## config.mk

```make
export PLATFORM = sky130hd
export DESIGN_NAME = audio_ctrl_regbank
export DESIGN_NICKNAME = d
export VERILOG_FILES = /design/src/rtl/audio_regbank_pkg.sv /design/src/rtl/twi_line_sync.sv /design/src/rtl/twi_target_fsm.sv /design/src/rtl/audio_reg_store.sv /design/src/rtl/audio_ctrl_regbank.sv
export SDC_FILE = /design/constraint.sdc
export NUM_CORES = 1
export LEC_CHECK = 0
export BUFFER_PORTS_ARGS = -buffer_cell sky130_fd_sc_hd__buf_2
export CORE_ASPECT_RATIO = 1.1
export CORE_MARGIN = 2
export CORE_UTILIZATION = 62
export CTS_CLUSTER_SIZE = 16
export DETAILED_ROUTE_END_ITERATION = 12
export PLACE_DENSITY_LB_ADDON = 0.15
export SLEW_MARGIN = 20
export SYNTH_ARGS = -nofsm -noshare
export SYNTH_HDL_FRONTEND = slang
export SYNTH_HIERARCHICAL = 1
export SYNTH_SLANG_ARGS = --single-unit
export TNS_END_PERCENT = 5
```

## constraint.sdc

```tcl
create_clock -name clk_i -period 4 [get_ports clk_i]
set_clock_uncertainty 0.2 [all_clocks]
set_input_delay 0.2 -clock clk_i [delete_from_list [all_inputs] [get_ports clk_i]]
set_output_delay 0.2 -clock clk_i [all_outputs]
set_load 0.1 [all_outputs]
```

## src/rtl/audio_regbank_pkg.sv

```systemverilog
package audio_regbank_pkg;

  localparam int unsigned IDX_OUT  = 4;
  localparam int unsigned IDX_STAT = 6;

  typedef enum logic [2:0] {
    PH_IDLE,
    PH_DEV,
    PH_REG,
    PH_WR,
    PH_RD
  } phase_e;

  function automatic logic [7:0] reg_default(input int unsigned idx);
    case (idx)
      6:       return 8'h01;
      7:       return 8'h3F;
      8, 9:    return 8'h01;
      default: return 8'h00;
    endcase
  endfunction

endpackage

```

## src/rtl/twi_line_sync.sv

```systemverilog
module twi_line_sync #(
  parameter int unsigned STAGES = 2
) (
  input  logic clk_i,
  input  logic rst_ni,
  input  logic scl_i,
  input  logic sda_i,
  output logic sda_o,
  output logic scl_rise_o,
  output logic scl_fall_o,
  output logic start_o,
  output logic stop_o
);

  logic [STAGES-1:0] scl_sy, sda_sy;
  logic scl_prev, sda_prev;
  logic scl_lvl, sda_lvl;

  always_ff @(posedge clk_i or negedge rst_ni) begin
    if (!rst_ni) begin
      scl_sy   <= '1;
      sda_sy   <= '1;
      scl_prev <= 1'b1;
      sda_prev <= 1'b1;
    end else begin
      scl_sy   <= {scl_sy[STAGES-2:0], scl_i};
      sda_sy   <= {sda_sy[STAGES-2:0], sda_i};
      scl_prev <= scl_lvl;
      sda_prev <= sda_lvl;
    end
  end

  assign scl_lvl    = scl_sy[STAGES-1];
  assign sda_lvl    = sda_sy[STAGES-1];
  assign sda_o      = sda_lvl;
  assign scl_rise_o = scl_lvl & ~scl_prev;
  assign scl_fall_o = ~scl_lvl & scl_prev;
  assign start_o    = scl_lvl & scl_prev & sda_prev & ~sda_lvl;
  assign stop_o     = scl_lvl & scl_prev & ~sda_prev & sda_lvl;

endmodule

```

## src/rtl/twi_target_fsm.sv

```systemverilog
module twi_target_fsm
  import audio_regbank_pkg::*;
#(
  parameter int unsigned AW       = 6,
  parameter logic [6:0]  DEV_ADDR = 7'h41
) (
  input  logic          clk_i,
  input  logic          rst_ni,
  input  logic          sda_i,
  input  logic          scl_rise_i,
  input  logic          scl_fall_i,
  input  logic          start_i,
  input  logic          stop_i,
  input  logic          hit_i,
  input  logic [7:0]    rd_data_i,
  output logic [AW-1:0] ptr_o,
  output logic          wr_stb_o,
  output logic [7:0]    wr_data_o,
  output logic          sda_oe_o
);

  phase_e        phase;
  logic [3:0]    cnt;
  logic [6:0]    sr;
  logic [6:0]    tx;
  logic          rw, ack_q, m_ack;
  logic [AW-1:0] ptr;
  logic          sda_oe;
  logic [7:0]    byte_now;

  assign byte_now  = {sr, sda_i};
  assign wr_stb_o  = (phase == PH_WR) && scl_rise_i && (cnt == 4'd7);
  assign wr_data_o = byte_now;
  assign ptr_o     = ptr;
  assign sda_oe_o  = sda_oe;

  always_ff @(posedge clk_i or negedge rst_ni) begin
    if (!rst_ni) begin
      phase  <= PH_IDLE;
      cnt    <= '0;
      sr     <= '0;
      tx     <= '0;
      rw     <= 1'b0;
      ack_q  <= 1'b0;
      m_ack  <= 1'b0;
      ptr    <= '0;
      sda_oe <= 1'b0;
    end else if (start_i) begin
      phase  <= PH_DEV;
      cnt    <= '0;
      sda_oe <= 1'b0;
    end else if (stop_i) begin
      phase  <= PH_IDLE;
      cnt    <= '0;
      sda_oe <= 1'b0;
    end else if (phase != PH_IDLE) begin
      if (scl_rise_i) begin
        cnt <= cnt + 4'd1;
        if (cnt < 4'd8) sr <= byte_now[6:0];
        if (cnt == 4'd8) m_ack <= ~sda_i;
        if (cnt == 4'd7) begin
          case (phase)
            PH_DEV: begin
              ack_q <= (byte_now[7:1] == DEV_ADDR);
              rw    <= byte_now[0];
            end
            PH_REG: begin
              ack_q <= 1'b1;
              ptr   <= byte_now[AW-1:0];
            end
            PH_WR: begin
              ack_q <= hit_i;
              ptr   <= ptr + AW'(1);
            end
            PH_RD: begin
              ack_q <= 1'b0;
              ptr   <= ptr + AW'(1);
            end
            default: ack_q <= 1'b0;
          endcase
        end
      end else if (scl_fall_i) begin
        if (cnt == 4'd8) begin
          sda_oe <= ack_q;
        end else if (cnt == 4'd9) begin
          cnt    <= '0;
          sda_oe <= 1'b0;
          case (phase)
            PH_DEV: begin
              if (!ack_q) phase <= PH_IDLE;
              else if (rw) begin
                phase  <= PH_RD;
                tx     <= rd_data_i[6:0];
                sda_oe <= ~rd_data_i[7];
              end else phase <= PH_REG;
            end
            PH_REG: phase <= PH_WR;
            PH_RD: begin
              if (m_ack) begin
                tx     <= rd_data_i[6:0];
                sda_oe <= ~rd_data_i[7];
              end else phase <= PH_IDLE;
            end
            default: ;
          endcase
        end else if (phase == PH_RD && cnt != 4'd0) begin
          sda_oe <= ~tx[6];
          tx     <= {tx[5:0], 1'b0};
        end
      end
    end
  end

  AST_START_RESTARTS: assert property (@(posedge clk_i) disable iff (!rst_ni)
    start_i |=> (phase == PH_DEV && cnt == 4'd0 && !sda_oe_o));
  AST_IDLE_RELEASED: assert property (@(posedge clk_i) disable iff (!rst_ni)
    (phase == PH_IDLE) |-> !sda_oe_o);
  AST_UNIMPL_NACK: assert property (@(posedge clk_i) disable iff (!rst_ni)
    (wr_stb_o && !hit_i) |=> !ack_q);
  AST_PTR_STEP: assert property (@(posedge clk_i) disable iff (!rst_ni)
    wr_stb_o |=> (ptr == $past(ptr) + AW'(1)));

endmodule

```

## src/rtl/audio_reg_store.sv

```systemverilog
module audio_reg_store
  import audio_regbank_pkg::*;
#(
  parameter int unsigned NREG = 12,
  parameter int unsigned AW   = 6,
  parameter int unsigned NFLT = 5
) (
  input  logic             clk_i,
  input  logic             rst_ni,
  input  logic [AW-1:0]    addr_i,
  input  logic             wr_stb_i,
  input  logic [7:0]       wr_data_i,
  input  logic [NFLT-1:0]  fault_i,
  output logic             hit_o,
  output logic [7:0]       rd_data_o,
  output logic [NREG*8-1:0] reg_file_o
);

  logic [7:0] view [NREG];
  logic       load_dflt, run;

  assign hit_o     = (addr_i < AW'(NREG));
  assign run       = view[IDX_OUT][5];
  assign load_dflt = wr_stb_i && (addr_i == AW'(IDX_OUT)) && (wr_data_i[6] || !wr_data_i[5]);

  for (genvar g = 0; g < NREG; g++) begin : g_reg
    if (g == IDX_STAT) begin : g_stat
      assign view[g] = {{(8-NFLT-1){1'b0}}, fault_i, 1'b1};
    end else begin : g_rw
      logic [7:0] q;
      logic       sel;
      assign sel = wr_stb_i && (addr_i == AW'(g));
      always_ff @(posedge clk_i or negedge rst_ni) begin
        if (!rst_ni)        q <= reg_default(g);
        else if (load_dflt) q <= reg_default(g);
        else if (sel) begin
          if (g == IDX_OUT) q <= wr_data_i & 8'hBF;
          else if (run)     q <= wr_data_i;
        end
      end
      assign view[g] = q;
    end
    assign reg_file_o[g*8 +: 8] = view[g];
  end

  always_comb begin
    rd_data_o = 8'h00;
    for (int i = 0; i < NREG; i++)
      if (addr_i == AW'(i)) rd_data_o = view[i];
  end

  AST_SOFT_RESET: assert property (@(posedge clk_i) disable iff (!rst_ni)
    (wr_stb_i && addr_i == AW'(IDX_OUT) && wr_data_i[6])
      |=> (view[IDX_OUT] == 8'h00 && view[7] == 8'h3F && view[0] == 8'h00));
  AST_SHDN_HOLD: assert property (@(posedge clk_i) disable iff (!rst_ni)
    !view[IDX_OUT][5] |-> (view[0] == 8'h00 && view[1] == 8'h00 && view[7] == 8'h3F && view[8] == 8'h01));
  AST_STAT_BIT0: assert property (@(posedge clk_i) disable iff (!rst_ni)
    (hit_o && addr_i == AW'(IDX_STAT)) |-> (rd_data_o[0] && rd_data_o[7:6] == 2'b00));

endmodule

```

## src/rtl/audio_ctrl_regbank.sv

```systemverilog
module audio_ctrl_regbank
  import audio_regbank_pkg::*;
#(
  parameter int unsigned NREG        = 12,
  parameter int unsigned AW          = 6,
  parameter int unsigned NFLT        = 5,
  parameter int unsigned SYNC_STAGES = 2,
  parameter logic [6:0]  DEV_ADDR    = 7'h41
) (
  input  logic              clk_i,
  input  logic              rst_ni,
  input  logic              scl_i,
  input  logic              sda_i,
  output logic              sda_oe_o,
  input  logic [NFLT-1:0]   fault_i,
  output logic [NREG*8-1:0] reg_file_o
);

  logic          sda_s, scl_rise, scl_fall, start, stop;
  logic          hit, wr_stb;
  logic [7:0]    rd_data, wr_data;
  logic [AW-1:0] ptr;

  twi_line_sync #(.STAGES(SYNC_STAGES)) i_sync (
    .clk_i      (clk_i),
    .rst_ni     (rst_ni),
    .scl_i      (scl_i),
    .sda_i      (sda_i),
    .sda_o      (sda_s),
    .scl_rise_o (scl_rise),
    .scl_fall_o (scl_fall),
    .start_o    (start),
    .stop_o     (stop)
  );

  twi_target_fsm #(.AW(AW), .DEV_ADDR(DEV_ADDR)) i_fsm (
    .clk_i      (clk_i),
    .rst_ni     (rst_ni),
    .sda_i      (sda_s),
    .scl_rise_i (scl_rise),
    .scl_fall_i (scl_fall),
    .start_i    (start),
    .stop_i     (stop),
    .hit_i      (hit),
    .rd_data_i  (rd_data),
    .ptr_o      (ptr),
    .wr_stb_o   (wr_stb),
    .wr_data_o  (wr_data),
    .sda_oe_o   (sda_oe_o)
  );

  audio_reg_store #(.NREG(NREG), .AW(AW), .NFLT(NFLT)) i_store (
    .clk_i      (clk_i),
    .rst_ni     (rst_ni),
    .addr_i     (ptr),
    .wr_stb_i   (wr_stb),
    .wr_data_i  (wr_data),
    .fault_i    (fault_i),
    .hit_o      (hit),
    .rd_data_o  (rd_data),
    .reg_file_o (reg_file_o)
  );

endmodule

```

# After elaboration in Yosys (flattened, before gate mapping)
# Cells that the tools add are included.
# op_classes
n_reduce_logical,61
n_eq_ne,27
muxes,73
add_sub_neg,2
magnitude_cmp,2
n_bitwise,17
# op_table
op,n
2-to-1 mux 8 bit,35
2-to-1 mux 7 bit,5
2-to-1 mux 3 bit,10
2-to-1 mux 4 bit,7
nonzero test 2 bit,14
"equality test 6 x 3 -> 1 bit, second input constant",4
"equality test 6 x 4 -> 1 bit, second input constant",4
AND reduction 2 bit,10
logical AND 1 bit,15
AND reduction 5 bit,3
one-hot mux 7 bit (2 select lines),1
"equality test 6 x 2 -> 1 bit, second input constant",2
one-hot mux 6 bit (2 select lines),1
AND reduction 6 bit,2
nonzero test 3 bit,4
nonzero test 4 bit,3
2-to-1 mux 1 bit,11
AND reduction 11 bit,1
inverter 1 bit,10
nonzero test 5 bit,2
"!= test 3 x 2 -> 1 bit, second input constant",3
one-hot mux 3 bit (3 select lines),1
"equality test 4 bit, second input constant",2
AND reduction 4 bit,2
22 further kinds,30
# totals
inputBits,9
wordCells,206
output_inout_bits,97
regBits,125

# Logic depth before layout (Yosys ltp)
# logic_depth
ltp_word,24
ltp_mapped,10

# By module
# The synthesis kept the hierarchy.
# modules_own_cells
module,seq_area_each_um2,cells_each,n_inst,area_per_inst_um2
audio_reg_store,2187.1,473,1,4810.9
twi_target_fsm,775.7,195,1,1854.3
twi_line_sync,157.7,10,1,190.2

# Least setup slack after synthesis
# Ideal clock, no wire load.
# synth_path
path_kind,register to register
from,register i_sync.scl_sy[1]
to,register i_store.g_reg[10].g_rw.q[4]
setup_time_ns,0.122
arrival_time_ns,2.236
slack_ns,1.441
path_stages_with_launch,10
cell_sequence,dfstp_2 > nor2b_1 > nand4b_1 > nor2_1 > and2_1 > clkbuf_1 > nand2_2 > nor2_4 > mux2i_1 > nor2_1
# synth_via
elab_chain_cells,7
elab_cells_between_ends,10
cone_classes,mux: 1; bitwise: 1; reduce/logical: 8
# synth_rtl
item,line,text
"start, declared",twi_line_sync.sv:15,"logic [STAGES-1:0] scl_sy, sda_sy;"
"start signal, assigned",twi_line_sync.sv:26,"scl_sy <= {scl_sy[STAGES-2:0], scl_i};"
AND 1 bit *,twi_line_sync.sv:36,assign scl_rise_o = scl_lvl & ~scl_prev;
named net scl_rise,audio_ctrl_regbank.sv:19,"logic sda_s, scl_rise, scl_fall, start, stop;"
logical AND 1 bit * (2 in a row),twi_target_fsm.sv:32,assign wr_stb_o = (phase == PH_WR) && scl_rise_i && (cnt == 4'd7);
named net wr_stb,audio_ctrl_regbank.sv:20,"logic hit, wr_stb;"
logical AND 1 bit (2 in a row),audio_reg_store.sv:24,assign load_dflt = wr_stb_i && (addr_i == AW'(IDX_OUT)) && (wr_data_i[6] || !wr_data_i[5]);
nonzero test 2 bit (no line),n/a,
AND reduction 2 bit (no line),n/a,
"end signal, assigned",audio_reg_store.sv:34,if (!rst_ni) q <= reg_default(g);
"end signal, assigned",audio_reg_store.sv:35,else if (load_dflt) q <= reg_default(g);
"end signal, assigned",audio_reg_store.sv:37,if (g == IDX_OUT) q <= wr_data_i & 8'hBF;
"end, declared",audio_reg_store.sv:30,logic [7:0] q;
# The timed path passes the listed nets; every way through them passes the cells marked *.
# A chain may end at the register's enable or synchronous reset.

# Worst setup path in the final report
# layout_path
from,"register i_fsm.ptr[1], in the netlist i_fsm/ptr_o[1]"
to,register i_fsm.tx[4]
# layout_via
elab_chain_cells,17
elab_cells_between_ends,29
cone_classes,eq/ne: 11; mux: 17; reduce/logical: 1
# layout_rtl
item,line,text
"start, declared",twi_target_fsm.sv:27,logic [AW-1:0] ptr;
"start signal, assigned",twi_target_fsm.sv:69,ptr <= byte_now[AW-1:0];
"start signal, assigned",twi_target_fsm.sv:73,ptr <= ptr + AW'(1);
"start signal, assigned",twi_target_fsm.sv:77,ptr <= ptr + AW'(1);
logical NOT 6 bit,audio_reg_store.sv:49,if (addr_i == AW'(i)) rd_data_o = view[i];
2-to-1 mux 8 bit (11 in a row),audio_reg_store.sv:49,
2-to-1 mux 8 bit *,audio_reg_store.sv:49,
named net rd_data[4],audio_ctrl_regbank.sv:21,"logic [7:0] rd_data, wr_data;"
2-to-1 mux 7 bit,twi_target_fsm.sv:91,else if (rw) begin
2-to-1 mux 7 bit,twi_target_fsm.sv:90,if (!ack_q) phase <= PH_IDLE;
one-hot mux 7 bit (2 select lines) *,twi_target_fsm.sv:88,case (phase)
2-to-1 mux 7 bit *,twi_target_fsm.sv:85,end else if (cnt == 4'd9) begin
"end signal, assigned",twi_target_fsm.sv:93,tx <= rd_data_i[6:0];
"end signal, assigned",twi_target_fsm.sv:100,tx <= rd_data_i[6:0];
"end signal, assigned",twi_target_fsm.sv:108,"tx <= {tx[5:0], 1'b0};"
"end, declared",twi_target_fsm.sv:25,logic [6:0] tx;
# The timed path passes the listed nets; every way through them passes the cells marked *. The select of a mux whose other input is x is not followed.

==> flow_summary.yaml <==
run_status:
  status: "finished, final reports clean"
synth:
  synth.area.top_cells: "dfrtp_1 (40%), mux2i_1 (9.5%), dfstp_2 (5.4%)"
  ys.warnings.count: 6
  seq_area_frac_synth_pct: 45.5
  synth-main-ff-cell: "dfrtp_1"
  syn_inst: 678
  ys_async_sr_fraction_pct: 100
  ys_ff_latch: 124
  synth_top_family_by_area: "simple AND/OR/NAND/NOR gates"
  synth_edf_count: 0
  synth_simple_gate_area_share_pct: 21.7
  ys_types: 71
  syn_area_sq_um: 6860
  yosysTopAreaCellShare_pct: 40.2
  synth_largest_area_cell: "dfrtp_1"
  yosys.area_share.xor_xnor_pct: 0.383
  synth_fa_ha_area_share_pct: 0.730
  synth_compound_area_share_pct: 10.7
  avgSynthCellArea_sq_um: 10.1
  synth_mux_area_share_pct: 15.9
detailed_routing:
  drcViolationCount: 0
  wl_per_cell_microns: 20.8
  routed_wl_microns: 19000
  routed_via_density: 6.26
  first_iter_violations: 571
  ant_nets: 0
  dr.pass1.iters: 7
  vias: 5718
timing:
  fin_tns_setup_ns: 0
  fmax_ghz: 0.316
  timing.hold.ws_ns: 0.155
  worst_pin_slew_ns: 0.999
  finalHoldViolCount: 0
  slew_headroom_pct: 33.4
  rsz0062_at_grt: "false"
  fin_crit_ns: 3.17
  period_share_pct: 79.2
  final_max_slew_viol_count: 0
  finalSetupViolCount: 0
power_and_ir_drop:
  power_density_nw_per_um2: 408
  p_total_mw: 3.22
  leakagePower_nw: 3.75
  ir_drop_mv: 0.269
placed_design:
  gp_congestion: 0.902
  dp_cells: 879
  io_buffers: 101
  dp_hpwl_microns: 12500
worst_setup_path:
  reg2reg_slack_ns: 0.83
  crit_chain: "nand2_1 > nor2_2 > a22oi_1 > and3_1 > o22ai_1 > nand2_1 > nand2_1 > mux2_2"
  critPathMaxFanout: 45
  start_kind: "flop"
  worst_ep_required_time_ns: 4.15
  critPathMostFrequentCell: "nand2_1"
  crit_path_end_kind: "flop"
  crit_path_top_delay_cell: "dfrtp_2"
  path_class: "reg -> reg"
  cp.arrival_ns: 3.32
  slowest_delay_ns: 1.01
die:
  num_rows: 40
  die_y_microns: 114
  io_pins: 106
  dieArea_sq_um: 11900
  start_util_pct: 63.1
  core-area_sq_um: 10900
  die_w_microns: 104
cts:
  cts-htree-levels: 4
  cts_tree: "built"
  cts_buffers: 17
  post_cts_resized: 0
  cts_setup_buffers: 0
  worstSkewPairLatency_ns: 0.42
  clockRootBuffer: "clkbuf_16"
  cts_hold_buf: 3
  numClockSinks: 124
  clk_pin_slew_ns: 0.05
  cts_max_path_buffers: 2
global_routing:
  track_usage_pct: 33.6
  antenna_found_initial: 0
  grt.met2_usage_pct: 54.2
  grt_use_met1_pct: 43.5
  globalRouteOverflowTotal: 0
  grt_pass1_wl_microns: 30700
  grtUsageMet3_pct: 7.17
  grt_max_degree: 64
  grt-busiest-layer: "met2"
  first_global_vias: 5590
cells_and_area:
  layout.nets: 767
  post-route-util_pct: 72.8
  diodes: 0
  instances_no_fill: 914
  drive_above_1_share_pct: 28.6
  syn_to_final_growth_pct: 15.3
run:
  cap_violations: 0
min_path:
  hold_path.class: "reg -> reg"
==> per-layer routing <==
layer	vias up	wire (microns)
met1	2861	7610
met4	0	657
met5	-	0
met2	279	9240
met3	52	1510
li1	2526	-
==> worst paths after layout <==
check,cells past startpoint,start,end
hold reg to reg,0,i_sync/sda_sy[0],i_sync/sda_sy[1]
hold / removal,0,i_sync/sda_sy[0],i_sync/sda_sy[1]
max in group asynchronous,3,rst_ni,i_store/g_reg[7].g_rw.q[5]
setup / recovery,8,i_fsm/ptr_o[1],i_fsm/tx[4]
min in group asynchronous,2,rst_ni,i_fsm/ptr_o[2]
setup reg to reg,8,i_fsm/ptr_o[1],i_fsm/tx[4]
==> worst max-delay path: cells and delay by family, from the launching register on <==
kind	cells	cell delay (ns)
compound gates	2	0.35
flops	1	1.01
mux	1	0.14
simple gates	5	1.36
==> kinds of logic after synthesis <==
| kind of cell | after synthesis |
|---|---|
| AOI/OAI and AO/OA | 113 |
| xor gates and xnor gates | 3 |
| adders and majority gates | 4 |
| buffers and inverters | 63 |
| DFF | 124 |
| muxes | 94 |
| other | 2 |
| and+or+nand+nor | 275 |
==> cells in the mapped netlist, types with 5 or more instances <==
| cell type | instances |
|---|---|
| mux2i_1 | 65 |
| dfstp_2 | 14 |
| mux2_2 | 19 |
| inv_1 | 11 |
| buf_4 | 16 |
| nand2b_1 | 6 |
| nand3b_1 | 7 |
| a22oi_1 | 11 |
| nand2_1 | 98 |
| nor2_2 | 23 |
| clkbuf_1 | 11 |
| o21ai_0 | 36 |
| buf_2 | 18 |
| a21oi_1 | 27 |
| and2_1 | 5 |
| nor2_1 | 47 |
| dfrtp_1 | 110 |
| mux4_2 | 10 |
| nor3_1 | 11 |
| nand3_1 | 28 |
| nor2b_1 | 11 |
==> through the flow <==
stage / instance area (sq um) / setup slack, ns
final: 7900 / 0.832
after global routing: 7900 / 0.634
after CTS: 7900 / 0.881
after detailed placement: 7300 / 0.894
after global placement: 7300 / 0.968
after floorplan: 6860 / 1.44
==> registers in the layout, indices dropped and copies added (netlist names) <==
| signal | count |
|---|---|
| i_fsm/sr | 7 |
| i_sync/sda_prev | 1 |
| i_fsm/sda_oe_o | 1 |
| i_fsm/m_ack | 1 |
| i_fsm/cnt | 4 |
| i_sync/scl_sy | 2 |
| i_fsm/ack_q | 1 |
| i_fsm/ptr_o | 6 |
| i_fsm/rw | 1 |
| i_sync/sda_sy | 2 |
| i_fsm/tx | 7 |
| i_sync/scl_prev | 1 |
| i_store/g.g_rw.q | 87 |
| i_fsm/phase | 3 |
==> layout make-up <==
type | count | area, sq um
inverters | 11 | 41.3
fillers | 822 | 2960
repair buffers | 107 | 586
well taps | 147 | 184
multi-input cells | 493 | 3400
clock inverters | 6 | 60.1
clock buffers | 26 | 509
flip-flops and latches | 124 | 3120
==> layout by cell type, fill, tap and decap left out, drive strengths merged, types with 4 or more instances in the layout <==
cell type,synthesis,routed
conb,2,4
mux4,10,10
a22oi,11,11
nand2b,6,6
ha,4,4
mux2,19,19
and2,5,5
a21oi,28,28
nand2,100,100
clkbuf,12,26
buf,40,104
nand3b,7,7
nand3,30,30
nor4b,4,4
nor2,77,77
nor3,12,12
dfstp,14,14
a22o,4,4
mux2i,65,65
o21ai,38,38
nor2b,11,11
dfrtp,110,110
inv,11,11
==> power by group <==
part           switching (mW)  internal (mW)  total [mW]  leakage (nW)
sequential              0.215           1.30        1.51          1.67
clock                   0.541          0.933        1.47         0.276
combinational           0.138         0.0963       0.234          1.80
total                   0.894           2.33        3.22          3.75
No activity file was read; power rests on OpenSTA's default activity.
